## config.mk

```make
export PLATFORM = sky130hd
export DESIGN_NAME = ext_bus_seq
export DESIGN_NICKNAME = d
export VERILOG_FILES = /design/src/rtl/ext_bus_seq.sv
export SDC_FILE = /design/constraint.sdc
export NUM_CORES = 1
export LEC_CHECK = 0
export BUFFER_PORTS_ARGS = -buffer_cell sky130_fd_sc_hd__buf_4
export CAP_MARGIN = 10
export CELL_PAD_IN_SITES_DETAIL_PLACEMENT = 0
export CELL_PAD_IN_SITES_GLOBAL_PLACEMENT = 2
export CORE_ASPECT_RATIO = 1.75
export CORE_MARGIN = 2
export CORE_UTILIZATION = 25
export DETAILED_ROUTE_END_ITERATION = 8
export PLACE_DENSITY_LB_ADDON = 0.1
export SLEW_MARGIN = 30
export SYNTH_ARGS = -nofsm -noshare
export SYNTH_HDL_FRONTEND = slang
export SYNTH_SLANG_ARGS = --single-unit
export TNS_END_PERCENT = 1
```

## constraint.sdc

```tcl
create_clock -name clk -period 2 [get_ports clk]
set_clock_uncertainty 0.05 [all_clocks]
set_input_delay 0.4 -clock clk [delete_from_list [all_inputs] [get_ports clk]]
set_output_delay 0.4 -clock clk [all_outputs]
set_load 0.1 [all_outputs]
```

## src/rtl/ext_bus_seq.sv

```systemverilog
module ext_bus_seq #(
  parameter int ADDR_W    = 16,
  parameter int LANE_W    = 8,
  parameter int INT_BYTES = 16384
) (
  input  logic              clk,
  input  logic              rst_n,
  input  logic              force_ext,
  input  logic [ADDR_W-1:0] fetch_addr,
  input  logic              dat_req,
  input  logic              dat_wr,
  input  logic              dat_short,
  input  logic [ADDR_W-1:0] dat_addr,
  input  logic [LANE_W-1:0] dat_wdata,
  input  logic [ADDR_W-LANE_W-1:0] page_reg,
  output logic              dat_ack,
  output logic [LANE_W-1:0] code_byte,
  output logic              code_vld,
  output logic [LANE_W-1:0] rdata,
  output logic              rdata_vld,
  output logic              ale,
  output logic              psen_n,
  output logic              rd_n,
  output logic              wr_n,
  output logic [LANE_W-1:0] ad_out,
  output logic              ad_oe,
  input  logic [LANE_W-1:0] ad_in,
  output logic [ADDR_W-LANE_W-1:0] a_hi
);
  localparam int HI_W = ADDR_W - LANE_W;
  localparam logic [ADDR_W-1:0] INT_LIM = ADDR_W'(INT_BYTES);
  localparam logic [3:0] LAST_PH = 4'd11;

  typedef enum logic [1:0] {DS_NONE, DS_ADDR, DS_XFER} dstate_t;

  logic [3:0]        ph;
  dstate_t           dst;
  logic [ADDR_W-1:0] faddr;
  logic              fext;
  logic              d_wr;
  logic [ADDR_W-1:0] d_addr;
  logic [LANE_W-1:0] d_wdata;

  wire last   = (ph == LAST_PH);
  wire accept = last && dat_req && (dst != DS_ADDR);

  always_ff @(posedge clk) begin
    if (!rst_n) begin
      ph        <= LAST_PH;
      dst       <= DS_NONE;
      faddr     <= '0;
      fext      <= 1'b0;
      d_wr      <= 1'b0;
      d_addr    <= '0;
      d_wdata   <= '0;
      dat_ack   <= 1'b0;
      code_byte <= '0;
      code_vld  <= 1'b0;
      rdata     <= '0;
      rdata_vld <= 1'b0;
    end else begin
      ph      <= last ? 4'd0 : ph + 4'd1;
      dat_ack <= accept;
      if (last)
        dst <= accept ? DS_ADDR : (dst == DS_ADDR) ? DS_XFER : DS_NONE;
      if (last || ph == 4'd5) begin
        faddr <= fetch_addr;
        fext  <= force_ext || (fetch_addr >= INT_LIM);
      end
      if (accept) begin
        d_wr    <= dat_wr;
        d_addr  <= {dat_short ? page_reg : dat_addr[ADDR_W-1:LANE_W], dat_addr[LANE_W-1:0]};
        d_wdata <= dat_wdata;
      end
      code_vld <= !psen_n && (ph == 4'd4 || ph == 4'd10);
      if (!psen_n && (ph == 4'd4 || ph == 4'd10)) code_byte <= ad_in;
      rdata_vld <= !rd_n && ph == 4'd4;
      if (!rd_n && ph == 4'd4) rdata <= ad_in;
    end
  end

  wire slot_a = (ph >= 4'd2) && (ph <= 4'd4);
  wire slot_b = (ph >= 4'd8) && (ph <= 4'd10);
  wire ale_a  = (ph <= 4'd1) && (dst != DS_XFER);
  wire ale_b  = (ph == 4'd6) || (ph == 4'd7);
  wire dwin   = (dst == DS_XFER) && (ph <= 4'd5);
  wire strb   = (dst == DS_XFER) && (ph >= 4'd1) && (ph <= 4'd4);
  wire hiwin  = ((dst == DS_ADDR) && (ph >= 4'd6)) || dwin;
  wire fwin   = (ph <= 4'd4) || ((ph >= 4'd6) && (ph <= 4'd10));

  assign ale    = ale_a || ale_b;
  assign psen_n = !(fext && ((slot_a && dst != DS_XFER) || (slot_b && dst != DS_ADDR)));
  assign rd_n   = !(strb && !d_wr);
  assign wr_n   = !(strb && d_wr);
  assign ad_oe  = ale || (dwin && d_wr);
  assign ad_out = (ale_b && dst == DS_ADDR) ? d_addr[LANE_W-1:0] :
                  ale                       ? faddr[LANE_W-1:0]  :
                  (dwin && d_wr)            ? d_wdata            : '1;
  assign a_hi   = hiwin ? d_addr[ADDR_W-1:LANE_W] :
                  fwin  ? faddr[ADDR_W-1:LANE_W]  : {HI_W{1'b1}};

  AST_STROBE_EXCL: assert property (@(posedge clk) disable iff (!rst_n)
    $countones({~psen_n, ~rd_n, ~wr_n}) <= 1);
  AST_ALE_QUIET: assert property (@(posedge clk) disable iff (!rst_n)
    ale |-> (psen_n && rd_n && wr_n));
  AST_ALE_TWO_CLK: assert property (@(posedge clk) disable iff (!rst_n)
    $rose(ale) |=> ale);
  AST_PSEN_RELEASE: assert property (@(posedge clk) disable iff (!rst_n)
    !psen_n |-> !ad_oe);
  AST_CODE_PULSE: assert property (@(posedge clk) disable iff (!rst_n)
    code_vld |=> !code_vld);
  AST_ACK_FROM_REQ: assert property (@(posedge clk) disable iff (!rst_n)
    dat_ack |-> $past(dat_req));
  AST_WR_HOLD: assert property (@(posedge clk) disable iff (!rst_n)
    !wr_n |-> (ad_oe && $stable(ad_out)));
  AST_RD_RELEASE: assert property (@(posedge clk) disable iff (!rst_n)
    !rd_n |-> !ad_oe);
  AST_HI_HOLD: assert property (@(posedge clk) disable iff (!rst_n)
    (!rd_n || !wr_n) |-> $stable(a_hi));
endmodule

```

==> qor.csv <==
metric,value,unit
tightest_slew,525,ps
antenna_found_initial,0,
holdPathStages,2,
ctsLongestPathBuffers,2,
irDropWorstVdd,0.845,mV
hold_viol,0,
fill_cells,1174,
ys_seq_elements,67,
power_frac_seq,0.290,
die_area,12300,um2
setup_viol,21,
final_cell_mix,"114 x buf_4, 72 x nand2_1, 65 x dfxtp_1",
syn_inst,328,
internal_power,3.26,mW
arrival,2010,ps
violations,setup timing,
multi_input_area,1550,um2
dr_wl_met2,5220,um
die_h,145,um
drt_wl_total,9210,um
cts_num_sinks,67,
grt_setup_unrepaired,yes,
ys_warn_count,0,
fin_crit,2460,ps
switching_share,0.386,
reg2reg_depth,7,
area_delta_synth_final,64.2,%
final_area,4680,um2
setup_slack,-463,ps
leakagePower,2.04,nW
ys_types,39,
final_common_cell,buf_4,
grt_max_degree,34,
place_area,4120,um2
ant_nets,0,
max_freq,0.406,GHz
numCtsBuffers,9,
core_area,11100,um2
ioPinCount,102,
whs,219,ps
slew_headroom,0.649,
slew_viol_final,0,
worstSetupPathType,reg -> out,
track_usage,0.154,
yosysTopAreaCell,dfxtp_1,
clock_power_share,0.279,
wl_met1,3430,um
p_per_area,1140,nW/um2
via_per_inst,4.71,
synth_area_per_cell,8.70,um2
initial_core_util,0.257,
crit_path_end_kind,output pin,
drc,0,
p_switching,2.05,mW
cts.clk_slew.worst_paths,50,ps
port_buffers,101,
rrSetupSlack,120,ps
r2r-end,code_byte[7]$_SDFFE_PN0P_,
drt-initial-drc-count,79,
clk_latency,330,ps
diodes,0,
place_hpwl,6810,um
cts_tree,built,
ys_top_cells_by_area,"dfxtp_1 47%, nand2_1 9.5%, a21oi_1 6.7%",
dr.max_layer_used,met4,
cp-start-kind,flip-flop,
vias,2803,
hold_path_class,in -> reg,
hold_path_end,ph[1]$_SDFF_PN1_,
nets,526,
p_comb_frac,0.430,
rows,51,
synth_top_area_frac,0.470,
maxCapViolations,0,
ys_seq_area_frac,0.470,
clock-root-buffer,clkbuf_16,
grt_pass1_wl,14700,um
dr.pass1.iters,4,
grt_pass1_vias,3031,
die_w,84.8,um
min_period_over_period,1.23,
required,1550,ps
overflow,0,
met3WireLength,430,um
syn_area,2850,um2
cts_htree_levels,3,
wire_per_inst,15.5,um
gp_congestion,0.835,
reg2reg_from,ph[0]$_SDFF_PN1_,
cp_max_fo,8,
syn_nets,395,
status,finished with violations,
layout.area.seq,1350,um2
min_from,rst_n,
drive_above_1_share,0.400,
## registers in the layout, indices dropped and copies added (netlist names), 2 cells and up
name	count
dst	2
code_byte	8
faddr	16
d_wdata	8
ph	4
d_addr	16
rdata	8
## synth_stat cells (all sizes together)
master    n
a2111oi   1
a211oi    9
a21o      1
a21oi    39
a221o     1
a22o      9
and2      1
and2b     1
and3      2
buf      13
clkbuf    6
dfxtp    67
ha        5
inv       5
mux2i    16
nand2    73
nand2b    5
nand3     5
nand4     1
nor2     28
nor2b     4
nor3      3
nor4      1
o21a      8
o21ai     4
o22a     16
o41ai     1
or2       1
or3       1
xnor2     1
## final cells by class
| class | count | share of cell area |
|---|---|---|
| repair buffers | 139 | 0.282 |
| well taps | 132 | 0.0353 |
| inverters | 5 | 0.00508 |
| clock buffers | 13 | 0.0577 |
| flip-flops and latches | 67 | 0.288 |
| clock inverters | 2 | 0.00214 |
| multi-input cells | 237 | 0.330 |
## layer usage
layer  global-route usage  up-vias
met5                    0        -
met4               0.0524        0
met3               0.0387       11
met2                0.301       68
met1                0.151     1327
li1                     -     1397
## kinds of logic after synthesis
family / Yosys count / share of synthesized area
compound gates: 89 / 0.218
xor+xnor: 1 / 0.00307
fa+ha+maj: 5 / 0.0219
buf+inv: 24 / 0.0395
flops: 67 / 0.470
mux: 16 / 0.0561
simple gates: 126 / 0.192
## power by group through the flow
stage | sequential [mW] | combinational (mW) | clock (mW)
floorplan | 1.60 | 1.34 | 0
global placement | 1.57 | 1.96 | 0
detailed placement | 1.57 | 1.97 | 0
CTS | 1.54 | 2.24 | 1.53
global route | 1.56 | 2.41 | 1.58
finish | 1.54 | 2.29 | 1.48
## how the worst max path moves through the flow
stage / start / end
3_3_place_gp: ph[0]$_SDFF_PN1_ / ad_out[0]
2_1_floorplan: ph[1]$_SDFF_PN1_ / ad_out[0]
5_1_grt: ph[0]$_SDFF_PN1_ / ad_out[0]
4_1_cts: ph[0]$_SDFF_PN1_ / ad_out[0]
3_5_place_dp: ph[0]$_SDFF_PN1_ / ad_out[0]
6_report: ph[1]$_SDFF_PN1_ / ad_out[0]
## stage by stage
stage / setup slack, ps / utilization / cells / setup TNS [ps] / power [mW]
floorplan: -1110 / - / 328 / -13590 / 2.94
global placement: -273 / 0.371 / 580 / -5640 / 3.53
detailed placement: -289 / 0.371 / 580 / -5970 / 3.54
CTS: -488 / 0.419 / 595 / -8850 / 5.32
global route: -551 / 0.422 / 595 / -10540 / 5.55
finish: -463 / 0.422 / 595 / -8410 / 5.32
## worst max-delay path: stages, from the launching register on
cell and delay [ps]:
dfxtp_4 360, inv_4 80, ha_4 140, nor2_4 50, a211oi_4 280, nand3_1 130
buf_6 160, o22a_1 180, o21a_4 130, buf_12 160
## repair_timing
item,in CTS,in global routing
pin swaps,12,3
hold buffers,0,0
gates cloned,0,0
resized for setup,62,8
setup buffers,0,0
endpoints found under the setup margin,32,29
Power figures use the tool's default switching activity.
